$ cat src/rtl/wdg_pkg.sv
package wdg_pkg;
  localparam int unsigned PRE_W_DEF = 8;
  localparam int unsigned CNT_W_DEF = 8;

  // resolved reload cause, highest priority last
  typedef enum logic [1:0] {
    EV_NONE  = 2'd0,
    EV_WAKE  = 2'd1,
    EV_BROWN = 2'd2,
    EV_EXT   = 2'd3
  } load_ev_e;
endpackage

$ cat src/rtl/wdg_chain.sv
module wdg_chain #(
  parameter int unsigned PRE_W = 8,
  parameter int unsigned CNT_W = 8
) (
  input  logic             clk_i,
  input  logic             rst_ni,
  input  logic             load_i,
  input  logic             tick_i,
  input  logic             cnt_we_i,
  input  logic [CNT_W-1:0] cnt_wdata_i,
  output logic             wrap_o,
  output logic             uflow_o
);
  logic [PRE_W-1:0] pre_q;
  logic [CNT_W-1:0] cnt_q;

  assign wrap_o  = tick_i & ~load_i & (pre_q == '0);
  assign uflow_o = wrap_o & ~cnt_we_i & (cnt_q == '0);

  always_ff @(posedge clk_i or negedge rst_ni) begin
    if (!rst_ni) begin
      pre_q <= '1;
      cnt_q <= '1;
    end else if (load_i) begin
      pre_q <= '1;
      cnt_q <= '1;
    end else begin
      if (tick_i) pre_q <= pre_q - 1'b1;
      // write beats decrement; decrement from 0 wraps to all ones
      if (cnt_we_i)    cnt_q <= cnt_wdata_i;
      else if (wrap_o) cnt_q <= cnt_q - 1'b1;
    end
  end
endmodule

$ cat src/rtl/wdg_enable.sv
module wdg_enable (
  input  logic clk_i,
  input  logic rst_ni,
  input  logic clr_i,
  input  logic we_i,
  input  logic en_i,
  output logic en_o
);
  logic lock_q;

  always_ff @(posedge clk_i or negedge rst_ni) begin
    if (!rst_ni) begin
      en_o   <= 1'b0;
      lock_q <= 1'b0;
    end else if (clr_i) begin
      en_o   <= 1'b0;
      lock_q <= 1'b0;
    end else if (we_i && !lock_q) begin
      en_o   <= en_i;
      lock_q <= 1'b1;
    end
  end
endmodule

$ cat src/rtl/wdg_settle.sv
module wdg_settle (
  input  logic clk_i,
  input  logic rst_ni,
  input  logic cancel_i,
  input  logic start_i,
  input  logic wrap_i,
  output logic busy_o
);
  // window ends on first prescaler wrap after a full reload
  always_ff @(posedge clk_i or negedge rst_ni) begin
    if (!rst_ni)       busy_o <= 1'b0;
    else if (cancel_i) busy_o <= 1'b0;
    else if (start_i)  busy_o <= 1'b1;
    else if (wrap_i)   busy_o <= 1'b0;
  end
endmodule

$ cat src/rtl/wdg_osc_guard.sv
module wdg_osc_guard
  import wdg_pkg::*;
#(
  parameter int unsigned PRE_W = PRE_W_DEF,
  parameter int unsigned CNT_W = CNT_W_DEF
) (
  input  logic             clk_i,
  input  logic             rst_ni,
  input  logic             tick_i,
  input  logic             wake_i,
  input  logic             brownout_i,
  input  logic             ext_rst_i,
  input  logic             cnt_we_i,
  input  logic [CNT_W-1:0] cnt_wdata_i,
  input  logic             cfg_we_i,
  input  logic             cfg_en_i,
  output logic             run_o,
  output logic             wdog_rst_o
);
  load_ev_e ev;
  logic     load, clr, start, cancel;
  logic     wrap_w, uflow_w, en_w, busy_w;
  logic     pulse_q;

  always_comb begin
    if (ext_rst_i)       ev = EV_EXT;
    else if (brownout_i) ev = EV_BROWN;
    else if (wake_i)     ev = EV_WAKE;
    else                 ev = EV_NONE;
  end

  assign load   = (ev != EV_NONE);
  assign clr    = (ev == EV_EXT) || (ev == EV_BROWN);
  assign start  = (ev == EV_BROWN) || (ev == EV_WAKE);
  assign cancel = (ev == EV_EXT);

  wdg_chain #(.PRE_W(PRE_W), .CNT_W(CNT_W)) u_chain (
    .clk_i       (clk_i),
    .rst_ni      (rst_ni),
    .load_i      (load),
    .tick_i      (tick_i),
    .cnt_we_i    (cnt_we_i),
    .cnt_wdata_i (cnt_wdata_i),
    .wrap_o      (wrap_w),
    .uflow_o     (uflow_w)
  );

  wdg_enable u_enable (
    .clk_i  (clk_i),
    .rst_ni (rst_ni),
    .clr_i  (clr),
    .we_i   (cfg_we_i),
    .en_i   (cfg_en_i),
    .en_o   (en_w)
  );

  wdg_settle u_settle (
    .clk_i    (clk_i),
    .rst_ni   (rst_ni),
    .cancel_i (cancel),
    .start_i  (start),
    .wrap_i   (wrap_w),
    .busy_o   (busy_w)
  );

  always_ff @(posedge clk_i or negedge rst_ni) begin
    if (!rst_ni) pulse_q <= 1'b0;
    else         pulse_q <= uflow_w & en_w & ~busy_w;
  end

  assign run_o      = ~busy_w;
  assign wdog_rst_o = pulse_q;
endmodule

$ cat config.mk
export PLATFORM = sky130hd
export DESIGN_NAME = wdg_osc_guard
export DESIGN_NICKNAME = d
export VERILOG_FILES = /design/src/rtl/wdg_pkg.sv /design/src/rtl/wdg_chain.sv /design/src/rtl/wdg_enable.sv /design/src/rtl/wdg_settle.sv /design/src/rtl/wdg_osc_guard.sv
export SDC_FILE = /design/constraint.sdc
export NUM_CORES = 1
export LEC_CHECK = 0
export BUFFER_PORTS_ARGS = -buffer_cell sky130_fd_sc_hd__buf_4
export CAP_MARGIN = 20
export CORE_MARGIN = 10
export CORE_UTILIZATION = 39
export CTS_BUF_LIST = sky130_fd_sc_hd__clkbuf_8
export DETAILED_ROUTE_END_ITERATION = 7
export GPL_ROUTABILITY_DRIVEN = 0
export HOLD_SLACK_MARGIN = 0.12
export PLACE_DENSITY_LB_ADDON = 0.3
export SYNTH_ARGS = -nofsm -noshare
export SYNTH_HDL_FRONTEND = slang
export SYNTH_SLANG_ARGS = --single-unit
$ cat constraint.sdc
create_clock -name clk_i -period 1.89 [get_ports clk_i]
set_input_delay 0.378 -clock clk_i [delete_from_list [all_inputs] [get_ports clk_i]]
set_output_delay 0.378 -clock clk_i [all_outputs]
set_load 0.02 [all_outputs]
### Yosys cells after proc, flatten, opt, wreduce, memory -nomap -nowiden

Index checks and enable logic that the tools add are counted.

| storage, ports and cells | value |
|---|---|
| input port bits | 17 |
| flip-flop bits (word level) | 20 |
| word-level logic and storage cells | 46 |
| output and inout port bits | 2 |

| cells by class | value |
|---|---|
| add/sub/neg operators | 2 |
| reductions and logical operators | 11 |
| bitwise operators | 9 |
| muxes and demuxes | 15 |
| equal/unequal tests | 3 |

Operators by type and width:

| kind | number |
|---|---|
| $mux W8 | 5 |
| $logic_not A8 Y1 | 2 |
| $sub A8 B1 Y8 const B | 2 |
| $mux W1 | 8 |
| $and A1 B1 Y1 | 6 |
| $reduce_bool A2 Y1 | 3 |
| $reduce_bool A3 Y1 | 2 |
| $eq A2 B2 Y1 const B | 2 |
| $mux W2 | 2 |
| $not A1 Y1 | 3 |
| $eq A2 B1 Y1 const B | 1 |
| $logic_or A1 B1 Y1 | 2 |
| $logic_and A1 B1 Y1 | 1 |
| $logic_not A1 Y1 | 1 |

### Logic depth before layout (Yosys ltp)

| logic depth | value |
|---|---|
| depth in word-level cells | 11 |
| depth in mapped cells | 8 |
| mapped depth without buffers | 6 |

### Cells and area by module

A second synthesis with hierarchy kept.

| second synthesis, totals | value |
|---|---|
| cells, all modules | 139 |
| area, all modules | 1283.7 µm² |

Modules (own cells, without submodules):

| module | area an instance (µm²) | cells each | times used | seq. area each (µm²) |
|---|---|---|---|---|
| wdg_chain | 1054.8 | 115 | 1 | 420.4 |
| wdg_osc_guard | 98.8 | 12 | 1 | 25.0 |
| wdg_enable | 86.3 | 8 | 1 | 50.0 |
| wdg_settle | 43.8 | 4 | 1 | 25.0 |

### Worst setup path after synthesis

OpenSTA, ideal clock, no wires.

| timing path | value |
|---|---|
| path type | input port to flip-flop |
| from | in tick_i |
| to | reg u_chain.cnt_q[3] |
| path slack | 0.169 ns |
| cell stages on the path | 4 |
| arrival time | 1.627 ns |
| setup time | 0.094 ns |
| data required time | 1.796 ns |
| path buffers | 1 |
| cells stage by stage | buf_4 or4bb_1 o311a_1 a311oi_1 |

| between the ends | value |
|---|---|
| longest elaborated chain between the ends | 3 |

RTL lines:

| what | RTL line | text |
|---|---|---|
| from (decl) | wdg_osc_guard.sv:9 | `input logic tick_i,` |
| $and A1 B1 Y1 (2 in series) | wdg_chain.sv:17 | `assign wrap_o = tick_i & ~load_i & (pre_q == '0);` |
| $reduce_bool A3 Y1 (no line) | - |  |
| to (signal assigned) | wdg_chain.sv:30 | `if (cnt_we_i) cnt_q <= cnt_wdata_i;` |
| to (signal assigned) | wdg_chain.sv:31 | `else if (wrap_o) cnt_q <= cnt_q - 1'b1;` |
| to (decl) | wdg_chain.sv:15 | `logic [CNT_W-1:0] cnt_q;` |

No other way between the ends.
A chain may end at the register's enable or synchronous reset.

### Final worst setup path

| timing path | value |
|---|---|
| from | reg u_chain.pre_q[5] |
| to | reg u_chain.cnt_q[3] |

| between the ends | value |
|---|---|
| longest elaborated chain between the ends | 3 |

RTL lines:

| what | RTL line | text |
|---|---|---|
| from (decl) | wdg_chain.sv:14 | `logic [PRE_W-1:0] pre_q;` |
| from (signal assigned) | wdg_chain.sv:28 | `if (tick_i) pre_q <= pre_q - 1'b1;` |
| $logic_not A8 Y1 | wdg_chain.sv:17 |  |
| $and A1 B1 Y1 | wdg_chain.sv:17 |  |
| $reduce_bool A3 Y1 (no line) | - |  |

No other way between the ends.

==> impl_metrics.ini <==
[critical_path]
crit_type = reg2reg
critPathLaunchType = flop
crit-reg2reg-launch = u_chain.pre_q[5]$_DFFE_PN1P_
endpoint_kind = flop
cp_data_arrival_time_ps = 1970
crit_cells = 3
slowest_delay_ps = 680
cp_cell_sequence = or4_1, o311a_1, a311oi_1
worst-path-buf-inv = 0
crit_fanout = 9
worst_r2r_path_depth = 3
cp_top_family = simple AND/OR/NAND/NOR gates
r2r_end = u_chain.cnt_q[3]$_DFFE_PN1P_
reg2reg_slack_ps = 80
slowest_stage = or4_1
required_ps = 2060

[clock_tree]
cts_tree = built
clockRootBuffer = clkbuf_8
htreeDepth = 1
cts_num_sinks = 20
cts_buffer_depth = 2
clkTransAtPathRegs_ps = 80
numCtsBuffers = 3
clock_latency_ps = 260

[sta]
drv_slew = 0
fin_setup_tns_ps = 0
relSlewSlack = 0.615
finalHoldViolCount = 0
grt_setup_unrepaired = no
setup_viol = 0
post-route-period-util = 0.957
fin_crit_ps = 1810
tightest_slew_ps = 573
fmax_mhz = 553
fin_worst_skew_ps = 5.83

[floorplanning]
fp.dieArea_um2 = 5870
die_x_um = 76.6
start_util = 0.409
rows = 20
fp.dieH_um = 76.6
boundaryPins = 19
core-area_um2 = 3050

[drt]
wl_mm = 2.90
ant_nets = 0
route.detailed.drc = 0
route.vias.total = 1069
wl_per_cell_um = 14.9
avgViaCountPerCell = 5.51
firstDrtPassIters = 4
drt_iter0_markers = 82

[placed_design]
dp_hpwl_mm = 2.11
place_inst = 189
io_buffers = 18

[synth]
ys_seq_elements = 20
synth-async-reset-ratio = 1.00
synth_flop_cell = dfstp_2
synth_edf_count = 0
syn_area_um2 = 1250
synth_warnings = 0
ys_types = 43
syn_nets = 151
synth_area_per_cell_um2 = 9.68
ys_seq_area_frac = 0.417
netlist_instances = 129

[global_route]
grt_max_degree = 21
antenna_found_initial = 0
grt_pass1_vias = 1100
track_usage = 0.102
globalRoute.totalOverflow = 0
grt_pass1_wl_mm = 5.06

[min_path]
min_to = u_enable.en_o$_DFFE_PN0P_
holdCritStartpoint = brownout_i
whs_path_depth = 2
hold_path_class = in2reg

[status]
status = finished clean

[layout]
drive_gt1_frac = 0.333
fin_cells = 194
area_growth_pct = 21.2
final_util = 0.496
n_antenna_cell = 0
nets = 173

[job]
cap_violations = 0

[power_and_ir_drop]
power.leakage_uw = 0.000631
p_total_uw = 860
ir_drop_mv = 0.344
power.density_nw_per_um2 = 568
==> flip-flops by register name, summed over array words and instances (netlist names) <==
register and flops:
u_chain.cnt_q 8, u_chain.pre_q 8, u_enable.lock_q 1, u_settle.busy_o 1, u_enable.en_o 1, wdog_rst_o 1
==> through the flow <==
stage               instance area [um2]  hold slack [ps]  worst slack, ps
global route                       1510              272             4.09
CTS                                1510              278             56.2
floorplan                          1250             82.4              169
finish                             1510              284             81.6
global placement                   1450              272              124
detailed placement                 1450              273             70.5
==> power breakdown <==
group / switching (uW) / internal, uW / leakage (uW)
Combinational: 41.5 / 45.4 / 0.000381
Clock: 141 / 185 / 0.0000288
Sequential: 7.42 / 440 / 0.000221
Total: 190 / 671 / 0.000631
==> cell usage in the layout (no fill, tap or decap), types with 2 or more instances in the layout <==
cell,netlist,layout
a31oi_1,3,3
a41oi_1,2,2
and3b_1,4,4
and4_1,2,2
buf_4,1,23
clkbuf_8,0,4
dfrtp_1,4,4
dfstp_2,16,16
ha_1,5,5
inv_1,8,8
nand2_1,9,9
nand3_1,6,6
nand3b_1,6,6
nand4_1,2,2
nor2_1,5,5
nor2b_1,3,3
nor3_1,2,2
nor4_1,4,4
o21ai_0,5,5
o21ai_1,2,2
o311a_1,3,3
or3_1,6,6
or3b_2,4,4
or4_1,3,3
==> synthesized netlist by cell type (all sizes together) (2+ instances only) <==
| cell | number | area share |
|---|---|---|
| or4 | 3 | 0.018 |
| buf | 2 | 0.010 |
| nor3 | 2 | 0.0080 |
| nor2 | 5 | 0.015 |
| o311a | 3 | 0.024 |
| clkbuf | 5 | 0.015 |
| nor4 | 5 | 0.030 |
| nand2 | 9 | 0.027 |
| or3 | 6 | 0.030 |
| ha | 5 | 0.050 |
| o21ai | 7 | 0.028 |
| nor2b | 3 | 0.015 |
| and4 | 2 | 0.014 |
| a31oi | 3 | 0.015 |
| a41oi | 2 | 0.014 |
| and3b | 4 | 0.028 |
| or3b | 4 | 0.028 |
| nand4 | 2 | 0.010 |
| dfstp | 16 | 0.34 |
| nand3 | 6 | 0.024 |
| inv | 8 | 0.024 |
| nand3b | 6 | 0.036 |
| dfrtp | 4 | 0.080 |
==> metal layers <==
layer / vias up / routed length, um / GRT usage
met4: 0 / 32 / 0.0335
met1: 519 / 1360 / 0.118
met3: 4 / 122 / 0.0330
li1: 528 / - / -
met2: 18 / 1380 / 0.174
met5: - / 0 / 0
==> final cells by class <==
class                      count  area [um2]
multi-input combinational     94         671
inverter                       8        30.0
tap                           44        55.1
clock buffer                   4        55.1
timing repair buffer          24         183
sequential                    20         520
fill                         296        1540
==> how the worst max path moves through the flow <==
stage          slack [ps]                      endpoint                    startpoint
2_1_floorplan         170  u_chain.cnt_q[3]$_DFFE_PN1P_                        tick_i
3_3_place_gp          120  u_chain.cnt_q[3]$_DFFE_PN1P_                        tick_i
3_5_place_dp           70  u_chain.cnt_q[3]$_DFFE_PN1P_                        tick_i
4_1_cts                60  u_chain.cnt_q[3]$_DFFE_PN1P_  u_chain.pre_q[0]$_DFFE_PN1P_
5_1_grt                 4  u_chain.cnt_q[3]$_DFFE_PN1P_  u_chain.pre_q[5]$_DFFE_PN1P_
6_report               80  u_chain.cnt_q[3]$_DFFE_PN1P_  u_chain.pre_q[5]$_DFFE_PN1P_
==> what timing repair did <==
| item | 4_1_cts | 5_1_grt |
|---|---|---|
| buffers inserted | 0 | 0 |
| hold buffers | 1 | 0 |
| endpoints found under the hold margin | 4 | 0 |
| resized for setup | 0 | 1 |
| setup endpoints to repair | 0 | 1 |
==> cells by family after synthesis <==
logic type | synth area share
simple gates | 0.314
compound gates | 0.139
flops | 0.417
buf+inv | 0.0491
fa+ha+maj | 0.0501
xor+xnor | 0.0140
mux | 0.0170
(Power assumes the default switching activity.)
